### src/rtl/rop_pkg.sv
`timescale 1ns/1ps
// Package: shared constants for the raster-op word unit.
// Assumes register select codes are fixed by the software view.
package rop_pkg;
    localparam logic [3:0] SEL_SRC_L  = 4'd0;
    localparam logic [3:0] SEL_SRC_R  = 4'd1;
    localparam logic [3:0] SEL_PAT    = 4'd2;
    localparam logic [3:0] SEL_MASK_L = 4'd3;
    localparam logic [3:0] SEL_MASK_R = 4'd4;
    localparam logic [3:0] SEL_SHIFT  = 4'd5;
    localparam logic [3:0] SEL_FUNC   = 4'd6;
    localparam logic [3:0] SEL_WIDTH  = 4'd7;
    localparam logic [3:0] SEL_COUNT  = 4'd8;
    localparam int         DIR_BIT    = 8;
endpackage

### src/rtl/rop_funnel.sv
`timescale 1ns/1ps
// Module: funnel shifter. Joins left and right source words and picks one
// word at a bit offset, toward the right (dir_left=0) or left (dir_left=1).
// Assumes W is a power of two and amt spans 0..W-1.
module rop_funnel #(
    parameter int W    = 16,
    parameter int SH_W = $clog2(W)
) (
    input  logic [W-1:0]    left_w,
    input  logic [W-1:0]    right_w,
    input  logic [SH_W-1:0] amt,
    input  logic            dir_left,
    output logic [W-1:0]    aligned
);
    localparam int CAT_W = 2 * W;

    logic [CAT_W-1:0] cat;
    logic [CAT_W-1:0] rsh;
    logic [CAT_W-1:0] lsh;

    // Purpose: build both shifted candidates and select by direction.
    always_comb begin
        cat = {left_w, right_w};
        rsh = cat >> amt;
        lsh = cat << amt;
        aligned = dir_left ? lsh[CAT_W-1:W] : rsh[W-1:0];
    end

    // Purpose: a zero shift must pass one source word through untouched.
    always_comb begin
        if (amt == '0) begin
            assert_zero_shift_R3: assert (aligned == (dir_left ? left_w : right_w));
        end
    end
endmodule

### src/rtl/rop_minterm.sv
`timescale 1ns/1ps
// Module: truth-table combiner. Each output bit indexes the function code
// with {mask, source, destination} bits of the same position.
// Assumes an 8-entry table (three inputs per bit).
module rop_minterm #(
    parameter int W = 16
) (
    input  logic [7:0]   func,
    input  logic [W-1:0] mask_t,
    input  logic [W-1:0] src,
    input  logic [W-1:0] dst,
    output logic [W-1:0] res
);
    // Purpose: one table lookup per bit position.
    for (genvar gi = 0; gi < W; gi++) begin : g_bit
        assign res[gi] = func[{mask_t[gi], src[gi], dst[gi]}];
    end

    // Purpose: the three basis codes must select their own operand.
    always_comb begin
        if (func == 8'hCC) begin
            assert_basis_src_R2: assert (res == src);
        end
        if (func == 8'hAA) begin
            assert_basis_dst_R2: assert (res == dst);
        end
        if (func == 8'hF0) begin
            assert_basis_mask_R2: assert (res == mask_t);
        end
    end
endmodule

### src/rtl/rop_span_ctrl.sv
`timescale 1ns/1ps
// Module: span sequencer. Counts words within a line and lines within a
// span, flags line edges for the current step and holds done until start.
// Assumes width and count mean "number minus one" and start wins over step.
module rop_span_ctrl #(
    parameter int CNT_W = 8
) (
    input  logic             clk,
    input  logic             rst_n,
    input  logic             start,
    input  logic             step,
    input  logic [CNT_W-1:0] width,
    input  logic [CNT_W-1:0] count,
    output logic             accept,
    output logic             is_first,
    output logic             is_last,
    output logic             busy,
    output logic             done
);
    logic [CNT_W-1:0] word_cnt;
    logic [CNT_W-1:0] line_cnt;
    logic [CNT_W-1:0] width_q;

    // Purpose: a step counts only inside an active span.
    always_comb begin
        accept   = step && busy && !start;
        is_first = (word_cnt == width_q);
        is_last  = (word_cnt == '0);
    end

    // Purpose: load counters on start, walk words and lines on each step.
    always_ff @(posedge clk) begin
        if (!rst_n) begin
            busy     <= 1'b0;
            done     <= 1'b0;
            word_cnt <= '0;
            line_cnt <= '0;
            width_q  <= '0;
        end else if (start) begin
            busy     <= 1'b1;
            done     <= 1'b0;
            word_cnt <= width;
            line_cnt <= count;
            width_q  <= width;
        end else if (accept) begin
            if (word_cnt == '0) begin
                if (line_cnt == '0) begin
                    busy <= 1'b0;
                    done <= 1'b1;
                end else begin
                    line_cnt <= line_cnt - 1'b1;
                    word_cnt <= width_q;
                end
            end else begin
                word_cnt <= word_cnt - 1'b1;
            end
        end
    end

    // Purpose: word counter never leaves the line range while active.
    assert_cnt_range_R7: assert property (@(posedge clk) disable iff (!rst_n)
        busy |-> (word_cnt <= width_q));

    // Purpose: busy and done never overlap.
    assert_done_idle_R8: assert property (@(posedge clk) disable iff (!rst_n)
        done |-> !busy);

    // Purpose: start always opens a span on the next edge.
    assert_start_opens_R8: assert property (@(posedge clk) disable iff (!rst_n)
        start |=> (busy && !done));
endmodule

### src/rtl/rop_word_unit.sv
`timescale 1ns/1ps
// Module: single-plane raster-op word unit (top). Holds the register set,
// aligns the source with a funnel, forms the edge/pattern mask term and
// evaluates the function code, registering one result word per step.
// Assumes WORD_W > DIR_BIT so the direction bit fits in the shift register.
module rop_word_unit
    import rop_pkg::*;
#(
    parameter int WORD_W = 16,
    parameter int CNT_W  = 8
) (
    input  logic              clk,
    input  logic              rst_n,
    input  logic              cfg_we,
    input  logic [3:0]        cfg_sel,
    input  logic [WORD_W-1:0] cfg_wdata,
    input  logic              start,
    input  logic              step,
    input  logic [WORD_W-1:0] dst_in,
    output logic [WORD_W-1:0] res_out,
    output logic              res_valid,
    output logic              first_word,
    output logic              last_word,
    output logic              busy,
    output logic              done,
    output logic              needs_mask
);
    localparam int SH_W = $clog2(WORD_W);

    logic [WORD_W-1:0] src_l, src_r, pat_q, mask_l, mask_r;
    logic [SH_W-1:0]   sh_amt;
    logic              sh_left;
    logic [7:0]        func_q;
    logic [CNT_W-1:0]  width_q, count_q;

    logic              accept, is_first, is_last;
    logic [WORD_W-1:0] aligned, edge_m, mask_term, comb_res;

    // Purpose: register writes plus the left-from-right source chain.
    always_ff @(posedge clk) begin
        if (!rst_n) begin
            src_l   <= '0;
            src_r   <= '0;
            pat_q   <= '1;
            mask_l  <= '0;
            mask_r  <= '0;
            sh_amt  <= '0;
            sh_left <= 1'b0;
            func_q  <= '0;
            width_q <= '0;
            count_q <= '0;
        end else begin
            if (accept) begin
                src_l <= src_r;
            end
            if (cfg_we) begin
                case (cfg_sel)
                    SEL_SRC_L:  src_l  <= cfg_wdata;
                    SEL_SRC_R:  src_r  <= cfg_wdata;
                    SEL_PAT:    pat_q  <= cfg_wdata;
                    SEL_MASK_L: mask_l <= cfg_wdata;
                    SEL_MASK_R: mask_r <= cfg_wdata;
                    SEL_SHIFT: begin
                        sh_amt  <= cfg_wdata[SH_W-1:0];
                        sh_left <= cfg_wdata[DIR_BIT];
                    end
                    SEL_FUNC:   func_q  <= cfg_wdata[7:0];
                    SEL_WIDTH:  width_q <= cfg_wdata[CNT_W-1:0];
                    SEL_COUNT:  count_q <= cfg_wdata[CNT_W-1:0];
                    default: ;
                endcase
            end
        end
    end

    rop_span_ctrl #(.CNT_W(CNT_W)) u_ctrl (
        .clk      (clk),
        .rst_n    (rst_n),
        .start    (start),
        .step     (step),
        .width    (width_q),
        .count    (count_q),
        .accept   (accept),
        .is_first (is_first),
        .is_last  (is_last),
        .busy     (busy),
        .done     (done)
    );

    rop_funnel #(.W(WORD_W), .SH_W(SH_W)) u_funnel (
        .left_w   (src_l),
        .right_w  (src_r),
        .amt      (sh_amt),
        .dir_left (sh_left),
        .aligned  (aligned)
    );

    // Purpose: pick the edge mask for this word and fold in the pattern.
    always_comb begin
        case ({is_first, is_last})
            2'b11:   edge_m = mask_l & mask_r;
            2'b10:   edge_m = mask_l;
            2'b01:   edge_m = mask_r;
            default: edge_m = '1;
        endcase
        mask_term = edge_m & pat_q;
    end

    rop_minterm #(.W(WORD_W)) u_minterm (
        .func   (func_q),
        .mask_t (mask_term),
        .src    (aligned),
        .dst    (dst_in),
        .res    (comb_res)
    );

    // Purpose: register the result word and its line-edge flags.
    always_ff @(posedge clk) begin
        if (!rst_n) begin
            res_out    <= '0;
            res_valid  <= 1'b0;
            first_word <= 1'b0;
            last_word  <= 1'b0;
        end else begin
            res_valid  <= accept;
            first_word <= accept && is_first;
            last_word  <= accept && is_last;
            if (accept) begin
                res_out <= comb_res;
            end
        end
    end

    // Purpose: report whether the code's value depends on the mask bit.
    assign needs_mask = (func_q[7:4] != func_q[3:0]);

    // Purpose: a result appears only one edge after a step in a span.
    assert_valid_after_step_R5: assert property (@(posedge clk) disable iff (!rst_n)
        res_valid |-> $past(step && busy));

    // Purpose: line-edge flags travel only with a result.
    assert_flags_need_valid_R7: assert property (@(posedge clk) disable iff (!rst_n)
        (first_word || last_word) |-> res_valid);

    // Purpose: done rises together with the last word of a line.
    assert_done_with_last_R8: assert property (@(posedge clk) disable iff (!rst_n)
        $rose(done) |-> (res_valid && last_word));

    // Purpose: an accepted step hands the right source to the left slot.
    assert_chain_shift_R6: assert property (@(posedge clk) disable iff (!rst_n)
        (accept && !(cfg_we && cfg_sel == SEL_SRC_L)) |=> (src_l == $past(src_r)));

    // Purpose: idle steps produce nothing.
    assert_idle_step_R9: assert property (@(posedge clk) disable iff (!rst_n)
        (step && !busy) |=> !res_valid);
endmodule

### config.mk
export PLATFORM = sky130hd
export DESIGN_NAME = rop_word_unit
export DESIGN_NICKNAME = d
export VERILOG_FILES = /design/src/rtl/rop_pkg.sv /design/src/rtl/rop_funnel.sv /design/src/rtl/rop_minterm.sv /design/src/rtl/rop_span_ctrl.sv /design/src/rtl/rop_word_unit.sv
export SDC_FILE = /design/constraint.sdc
export NUM_CORES = 1
export LEC_CHECK = 0
export BUFFER_PORTS_ARGS = -buffer_cell sky130_fd_sc_hd__clkbuf_2
export CORE_UTILIZATION = 61
export CTS_CLUSTER_DIAMETER = 30
export CTS_CLUSTER_SIZE = 40
export DETAILED_ROUTE_END_ITERATION = 8
export PLACE_DENSITY = 0.83
export SYNTH_ARGS = -nofsm -noshare
export SYNTH_HDL_FRONTEND = slang
export SYNTH_HIERARCHICAL = 1
export SYNTH_SLANG_ARGS = --single-unit
### constraint.sdc
create_clock -name clk -period 2.9 [get_ports clk]
set_input_delay 0.58 -clock clk [delete_from_list [all_inputs] [get_ports clk]]
set_output_delay 0.58 -clock clk [all_outputs]
set_load 0.02 [all_outputs]
Yosys cells after proc, flatten, opt, wreduce, memory -nomap -nowiden
Cells that the tools add are included.
Widths: inputs -> output; s select.
{"block": "totals", "output_inout_bits": 22, "register_bits": 154, "word_cells": 130}
{"block": "classes", "magnitude_cmp": 16, "muxes": 49, "add_sub_neg": 2, "shift": 2, "eq_ne": 15, "n_bitwise": 3, "n_reduce_logical": 24}
{"operator": "$lt 3x4->1 const B", "count": 16}
{"operator": "$mux 16", "count": 4}
{"operator": "$mux 8", "count": 8}
{"operator": "$bmux 1 s3", "count": 16}
{"operator": "$pmux 16 s3", "count": 1}
{"operator": "$and 16x16->16", "count": 2}
{"operator": "$shl 32x4->32", "count": 1}
{"operator": "$shr 32x4->16", "count": 1}
{"operator": "$mux 1", "count": 20}
{"operator": "$reduce_and 2->1", "count": 9}
{"operator": "$eq 4x3->1 const B", "count": 4}
{"operator": "$logic_not 8->1", "count": 2}
{"operator": "$sub 8x1->8 const B", "count": 2}
{"operator": "$reduce_and 3->1", "count": 3}
{"operator": "$eq 4x2->1 const B", "count": 2}
{"operator": "$eq 8x8->1", "count": 1}
{"operator": "$reduce_bool 2->1", "count": 3}
{"operator": "$eq 2x2->1 const B", "count": 2}
{"operator": "$eq 4x1->1 const B", "count": 1}
{"operator": "$eq 4x4->1 const B", "count": 1}
{"operator": "$logic_and 1x1->1", "count": 4}
{"operator": "$logic_not 4->1", "count": 1}
{"operator": "$ne 4x4->1", "count": 1}
{"operator": "$ne 3x3->1 const B", "count": 1}
{"operator": "other kinds (5)", "count": 5}

Logic depth before layout (Yosys ltp)
Gate-level depths: netlist of run 1.
{"block": "depth", "ltp_word": 6, "ltp_mapped": 14, "depth_no_buf": 12}

Modules after synthesis
The synthesis of run 1 kept the hierarchy.
{"mod": "rop_word_unit", "cells_each": 532, "n_inst": 1, "area_per_inst_um2": 5278.8}
{"mod": "rop_funnel", "cells_each": 270, "n_inst": 1, "area_per_inst_um2": 2642.5}
{"mod": "rop_span_ctrl", "cells_each": 209, "n_inst": 1, "area_per_inst_um2": 1679.1}
{"mod": "rop_minterm", "cells_each": 56, "n_inst": 1, "area_per_inst_um2": 1094.8}

Worst setup path after synthesis of run 1
OpenSTA, ideal clock, no wires.
{"block": "synth_path", "path_kind": "register to register", "start": "register u_ctrl.word_cnt[0]", "end": "register res_out[9]", "n_path_buf": 2, "setup_slack_ns": 0.260, "arrival_ns": 2.524, "stages_incl_launch_ff": 15, "cell_sequence": "dfxtp_1 > inv_1 > ha_1 > nor3b_1 > buf_2 > nand2_1 > inv_1 > inv_1 > clkbuf_1 > o21ai_0 > a21oi_1 > mux4_1 > mux2_2 > mux2i_1 > nor2b_1"}
{"block": "synth_via", "elab_chain_len": 6, "word_cells_on_any_way": 9}
{"element": "start, declared", "line_no": "rop_span_ctrl.sv:20", "source": "logic [CNT_W-1:0] word_cnt;"}
{"element": "start signal, assigned", "line_no": "rop_span_ctrl.sv:42", "source": "word_cnt <= width;"}
{"element": "start signal, assigned", "line_no": "rop_span_ctrl.sv:52", "source": "word_cnt <= width_q;"}
{"element": "start signal, assigned", "line_no": "rop_span_ctrl.sv:55", "source": "word_cnt <= word_cnt - 1'b1;"}
{"element": "$logic_not 8->1 *", "line_no": "rop_span_ctrl.sv:28", "source": "is_last = (word_cnt == '0);"}
{"element": "net is_last", "line_no": "rop_word_unit.sv:36", "source": "logic accept, is_first, is_last;"}
{"element": "$eq 2x1->1 / $eq 2x2->1 (equally long branches)", "line_no": "rop_word_unit.sv:100", "source": "case ({is_first, is_last})"}
{"element": "$pmux 16 s3 *", "line_no": "rop_word_unit.sv:100"}
{"element": "$and 16x16->16 *", "line_no": "rop_word_unit.sv:106", "source": "mask_term = edge_m & pat_q;"}
{"element": "net mask_term[9]", "line_no": "rop_word_unit.sv:37", "source": "logic [WORD_W-1:0] aligned, edge_m, mask_term, comb_res;"}
{"element": "$bmux 1 s3 *", "line_no": "rop_minterm.sv:16", "source": "assign res[gi] = func[{mask_t[gi], src[gi], dst[gi]}];"}
{"element": "$mux 1 (not written as such) *", "line_no": "rop_minterm.sv:16"}
{"element": "net comb_res[9]", "line_no": "rop_word_unit.sv:37"}
{"element": "end signal, assigned", "line_no": "rop_word_unit.sv:129", "source": "res_out <= comb_res;"}
{"element": "end, declared", "line_no": "rop_word_unit.sv:20", "source": "output logic [WORD_W-1:0] res_out,"}
The timed path passes the listed nets; every way through them passes the cells marked *. The select of a mux whose other input is x is not followed.
A chain may end at the register's enable or synchronous reset.

Worst setup path after layout of run 1
Same ends and word-level chain as after synthesis.

==> results.cfg, run 1 <==
[logic_synthesis]
synth_edf_count = 0
ys_seq_elements = 154
post_synth.cell_area_avg_sq_um = 10.0
postSynth.asyncResetShare = 0
synthesis.instances = 1067
netlist-cell-type-count = 76
dominantRegCellSynth = sky130_fd_sc_hd__dfxtp_1
synth.yosys.seq_area_share = 0.288
mappedNetlistArea_sq_mm = 0.0107
synth_nets = 1112
synth.yosys.warnings = 6

[drt]
antenna_left = 0
detail_route.wirelength_mm = 30.8
drt-vias-per-instance = 6.92
dr_total_vias = 9296
detailedRoute.firstIterationViolations = 1062
wl_per_cell_um = 22.9
drt_pass1_iterations = 5
drcViolationCount = 0

[cells_and_area]
final_nets = 1151
mostFrequentLayoutCell = sky130_fd_sc_hd__mux2i_1
number_of_inserted_diodes = 0
final_core_util = 0.689
mostFrequentLayoutCells = 164 x sky130_fd_sc_hd__mux2i_1, 150 x sky130_fd_sc_hd__dfxtp_1, 141 x sky130_fd_sc_hd__nand2_1
post_route_cells_drive_above_1_share = 0.251
area.growth.synth_to_final_pct = 11.0

[setup_path]
critical_path.max_fanout = 11
worst_setup_path_endpoint = res_out[9]
ff2ff_path_depth = 13
crit_path_frequent_cell = sky130_fd_sc_hd__inv_1
cp_data_required_time_ps = 3230
critical_path_class = reg -> reg
worst_path_dominant_cell_family = multiplexers
crit_buf_inv = 4
worst_ep_arrival_time_ps = 3160
cp_slowest_cell = sky130_fd_sc_hd__o21ai_0
timing.critical_path.cells = inv_1 > ha_1 > nor3b_1 > nand2_1 > inv_1 > inv_1 > buf_4 > o21ai_0 > a21oi_2 > mux4_1 > mux2_2 > mux2i_1 > nor2b_1
r2r_slack_ps = 70
cp-end-kind = flip-flop
crit_cells = 13
crit_path_start = u_ctrl/word_cnt[0]
cp-start-kind = flip-flop
rr_startpoint = u_ctrl/word_cnt[0]
timing.critical_path.slowest_cell_delay_ps = 370
r2r_endpoint = res_out[9]

[place]
dpl.hpwl_mm = 21.4
place_ws_ps = 57.0
routability_cong = 1.03
io_buffers = 62

[clock_tree]
insertion_delay_to_the_later_sink_of_the_worst_skew_pair_ps = 440
cts.repair_timing.setup_buffer_count = 0
cts_made_buffers = 17
hold_buffers = 0
max_clock_buf_depth = 2
cts-htree-levels = 4
worst_setup_hold_path_clk_slew_ps = 70
clkSinkCount = 154
root_buffer = sky130_fd_sc_hd__clkbuf_16
cts.repair.resized = 0
cts_tree = done

[die]
die_y_um = 134
std_cell_rows = 48
fp.dieW_um = 134
floorplan.initialDensity = 0.620
total_die_area_sq_mm = 0.0181
count_of_pins_on_the_block_boundary = 63
coreArea_sq_mm = 0.0172

[sta]
clock_skew_ps = 18.0
final-hold-violation-count = 0
maxSlewHeadroom = 0.320
min_period_over_period = 0.975
final.setup.worst_slack_ps = 73.6
report.final.slew_viol_count = 0
final_period_minus_worst_setup_slack_ps = 2830
worst-slew-pin-transition_ps = 1020
max_freq_mhz = 354
report.final.setup_viol = 0

[power_and_ir_drop]
leakage_nw = 4.72
power-per-cell-area_mw_per_mm2 = 476
ir_worst_vdd_uv = 422

[global_routing]
grt_antenna_before_repair = 0
first_global_vias = 8712
global_route_usage_over_all_layers = 0.346
grt_first_pass_wirelength_mm = 48.1
grt_overflow_total = 0
pin_count_of_the_biggest_net_entering_global_routing = 75

[hold_path]
worst_hold_path.num_cells = 2
hold_path_class = in -> reg

[job]
drv_cap = 0

[outcome]
outcome = complete, no violations
## worst register-to-register path: cells and delay by family (launching register included)
| kind | cells | cell delay (ps) |
|---|---|---|
| compound gates | 2 | 510 |
| fa+ha+maj | 1 | 210 |
| buf+inv | 4 | 490 |
| flops | 1 | 350 |
| mux | 3 | 680 |
| simple gates | 3 | 500 |
## worst min path at each step
stage                     slack (ps)          end       start
after floorplan                  430    sh_amt[3]   sh_amt[3]
after global placement           440   mask_r[11]  mask_r[11]
after detailed placement         450    mask_l[3]   mask_l[3]
after CTS                        360  u_ctrl/busy        step
after global routing             360  u_ctrl/busy        step
final                            370  u_ctrl/busy        step
## routing by layer
metal,track usage,share of wire,vias up
met1,0.478,0.41,4522
met2,0.521,0.46,620
met3,0.0869,0.10,82
li1,-,-,4072
met4,0.137,0.032,0
met5,0,0,-
## layout make-up
cell class / count / area (sq um)
well taps: 225 / 282
clock inverters: 15 / 206
fillers: 1189 / 5360
multi-input cells: 790 / 7020
inverters: 29 / 109
repair buffers: 114 / 744
clock buffers: 17 / 425
flip-flops and latches: 154 / 3090
## cell families (layout without fill, tap and decap cells)
group	after synthesis	count (layout)	synth area share
buffers and inverters	123	175	0.0600
flip-flops	154	154	0.288
adder cells (fa/ha/maj)	4	4	0.00468
AND/OR/NAND/NOR	314	314	0.151
multiplexers	298	298	0.383
XOR/XNOR	13	13	0.0106
AO/OA/AOI/OAI	161	161	0.102
## power breakdown
part	internal (mW)	switching, mW	total (mW)
registers	2.16	0.0690	2.23
logic	0.429	0.651	1.08
clock network	1.20	1.14	2.34
total	3.79	1.86	5.65
## synth_stat cells (all sizes together) (7+ instances only)
| cell type | count | area share |
|---|---|---|
| nor3 | 12 | 0.0067 |
| nand4 | 8 | 0.0047 |
| nor2b | 55 | 0.032 |
| mux2 | 61 | 0.064 |
| nand2 | 143 | 0.051 |
| nor2 | 20 | 0.0073 |
| o22ai | 18 | 0.011 |
| clkbuf | 45 | 0.017 |
| buf | 49 | 0.033 |
| inv | 29 | 0.010 |
| nand2b | 9 | 0.0053 |
| o21ai | 34 | 0.016 |
| mux4 | 73 | 0.17 |
| a21oi | 30 | 0.014 |
| a31oi | 8 | 0.0047 |
| a311oi | 7 | 0.0063 |
| nand3 | 17 | 0.0084 |
| xnor2 | 12 | 0.0098 |
| dfxtp | 154 | 0.29 |
| a22oi | 15 | 0.011 |
| mux2i | 164 | 0.15 |
## metrics by stage
stage | total power [mW] | hold slack [ps] | TNS, ps | instances | area (sq um)
after detailed placement | 3.27 | 448 | 0 | 1312 | 11200
after global placement | 3.25 | 441 | 0 | 1312 | 11200
after CTS | 5.59 | 360 | 0 | 1344 | 11800
after global routing | 5.81 | 363 | -62.7 | 1344 | 11900
final | 5.65 | 375 | 0 | 1344 | 11900
after floorplan | 2.90 | 434 | 0 | 1067 | 10700
## sequential cells by signal, indices dropped and copies added (netlist names), 4 cells and up
| register | flops |
|---|---|
| src_l | 16 |
| width_q | 8 |
| sh_amt | 4 |
| pat_q | 16 |
| u_ctrl/word_cnt | 8 |
| count_q | 8 |
| u_ctrl/width_q | 8 |
| u_ctrl/line_cnt | 8 |
| func_q | 8 |
| src_r | 16 |
| mask_r | 16 |
| mask_l | 16 |
| res_out | 16 |
Power figures use the tool's default switching activity.
==> run 2: changes to the inputs <==
Settings changed: RECOVER_POWER set to 25.
==> run 2 against run 1 <==
Effect of this change:
- die area unchanged
- first-iteration DRC count up 11%
- register-to-register slack about the same
- final area down 0.19%
- clock power about the same
- global-route usage unchanged
- via count down 0.70%
- non-clock buffer count unchanged
- final cell count unchanged
- sequential share of layout area about the same
- total power up 0.13%
==> results.cfg, run 2 (same netlist as run 1, synthesis figures left out) <==
[sta]
clock_skew_ps = 18.2
min_period_over_period = 0.971
report.final.slew_viol_count = 0
final-hold-violation-count = 0
maxSlewHeadroom = 0.137
final.setup.worst_slack_ps = 84.1
report.final.setup_viol = 0
final_period_minus_worst_setup_slack_ps = 2820
worst-slew-pin-transition_ps = 1300
max_freq_mhz = 355

[cells_and_area]
mostFrequentLayoutCell = sky130_fd_sc_hd__mux2i_1
final_standard_cell_area_without_fillers_sq_mm = 0.0119
mostFrequentLayoutCells = 164 x sky130_fd_sc_hd__mux2i_1, 150 x sky130_fd_sc_hd__dfxtp_1, 141 x sky130_fd_sc_hd__nand2_1
final_nets = 1151
area.growth.synth_to_final_pct = 10.8
number_of_inserted_diodes = 0
final_core_util = 0.688
post_route_cells_drive_above_1_share = 0.249

[global_routing]
grt_antenna_before_repair = 0
pin_count_of_the_biggest_net_entering_global_routing = 75
grt_overflow_total = 0
global_route_usage_over_all_layers = 0.346
grt_first_pass_wirelength_mm = 48.1
first_global_vias = 8712

[drt]
drt_pass1_iterations = 5
drt-vias-per-instance = 6.87
dr_total_vias = 9231
detail_route.wirelength_mm = 30.9
wl_per_cell_um = 23.0
drcViolationCount = 0
detailedRoute.firstIterationViolations = 1180
antenna_left = 0

[die]
count_of_pins_on_the_block_boundary = 63
floorplan.initialDensity = 0.620
die_y_um = 134
std_cell_rows = 48
total_die_area_sq_mm = 0.0181
fp.dieW_um = 134
coreArea_sq_mm = 0.0172

[place]
io_buffers = 62
place_ws_ps = 57.0
routability_cong = 1.03
dpl.hpwl_mm = 21.4
placement.cell_area_sq_mm = 0.0112

[power_and_ir_drop]
power-per-cell-area_mw_per_mm2 = 477
leakage_nw = 4.71
ir_worst_vdd_uv = 423

[setup_path]
r2r_slack_ps = 80
timing.critical_path.cells = inv_1 > ha_1 > nor3b_1 > nand2_1 > inv_1 > inv_1 > buf_4 > o21ai_0 > a21oi_2 > mux4_1 > mux2_2 > mux2i_1 > nor2b_1
critical_path_class = reg -> reg
r2r_endpoint = res_out[9]
cp_slowest_cell = sky130_fd_sc_hd__o21ai_0
worst_ep_arrival_time_ps = 3150
timing.critical_path.slowest_cell_delay_ps = 370
rr_startpoint = u_ctrl/word_cnt[0]
critical_path.max_fanout = 11
crit_cells = 13
cp_data_required_time_ps = 3230
crit_buf_inv = 4
ff2ff_path_depth = 13
cp-start-kind = flip-flop
cp-end-kind = flip-flop
worst_path_dominant_cell_family = multiplexers
crit_path_start = u_ctrl/word_cnt[0]
worst_setup_path_endpoint = res_out[9]
crit_path_frequent_cell = sky130_fd_sc_hd__inv_1

[clock_tree]
max_clock_buf_depth = 2
cts.repair_timing.setup_buffer_count = 0
hold_buffers = 0
root_buffer = sky130_fd_sc_hd__clkbuf_16
insertion_delay_to_the_later_sink_of_the_worst_skew_pair_ps = 440
cts_tree = done
clkSinkCount = 154
cts_made_buffers = 17
cts-htree-levels = 4
worst_setup_hold_path_clk_slew_ps = 70

[outcome]
outcome = complete, no violations

[job]
drv_cap = 0

[hold_path]
hold_path_class = in -> reg
run 2: cell count changes in the layout (fill, tap and decap cells not counted), sizes merged:
cell    delta
buf        -3
clkbuf     +3
run 2: per-stage QoR:
stage / total power [mW] / std cells / setup TNS [ps] / hold WS [ps]
floorplan: 2.90 / 1067 / 0 / 434
global placement: 3.25 / 1312 / 0 / 441
detailed placement: 3.27 / 1312 / 0 / 448
CTS: 5.59 / 1344 / 0 / 360
global route: 5.81 / 1344 / -62.7 / 367
finish: 5.66 / 1344 / 0 / 374
run 2: final cells by class:
class,count,area [sq um]
timing repair buffer,114,722
inverter,29,109
tap,225,282
fill,1192,5380
clock inverter,15,206
clock buffer,17,425
multi-input combinational,790,7020
sequential,154,3090
run 2: worst register-to-register path: stages, from the launching register on:
cell,delay [ps]
sky130_fd_sc_hd__dfxtp_2,350
sky130_fd_sc_hd__inv_1,110
sky130_fd_sc_hd__ha_1,220
sky130_fd_sc_hd__nor3b_1,260
sky130_fd_sc_hd__nand2_1,170
sky130_fd_sc_hd__inv_1,130
sky130_fd_sc_hd__inv_1,70
sky130_fd_sc_hd__buf_4,180
sky130_fd_sc_hd__o21ai_0,380
sky130_fd_sc_hd__a21oi_2,120
sky130_fd_sc_hd__mux4_1,260
sky130_fd_sc_hd__mux2_2,280
sky130_fd_sc_hd__mux2i_1,130
sky130_fd_sc_hd__nor2b_1,60
run 2: where the power goes:
group / switching (mW) / internal (mW)
registers: 0.0686 / 2.16
logic: 0.655 / 0.427
clock network: 1.15 / 1.20
run 2: repair_timing:
action | CTS | global route
gates resized for setup | 0 | 14
endpoints found under the setup margin | 0 | 14
endpoints found under the hold margin | 0 | 0
run 2: metal layers:
layer / global-route usage / vias to the layer above / share of wire
met4: 0.137 / 0 / 0.032
met2: 0.521 / 589 / 0.46
met3: 0.0869 / 82 / 0.10
met5: 0 / - / 0
met1: 0.478 / 4484 / 0.41
li1: - / 4076 / -
run 2: worst min path at each step:
stage / to / cells after the start / from
floorplan: sh_amt[3] / 2 / sh_amt[3]
global placement: mask_r[11] / 2 / mask_r[11]
detailed placement: mask_l[3] / 2 / mask_l[3]
CTS: u_ctrl/busy / 2 / step
global route: u_ctrl/busy / 2 / step
finish: u_ctrl/busy / 2 / step
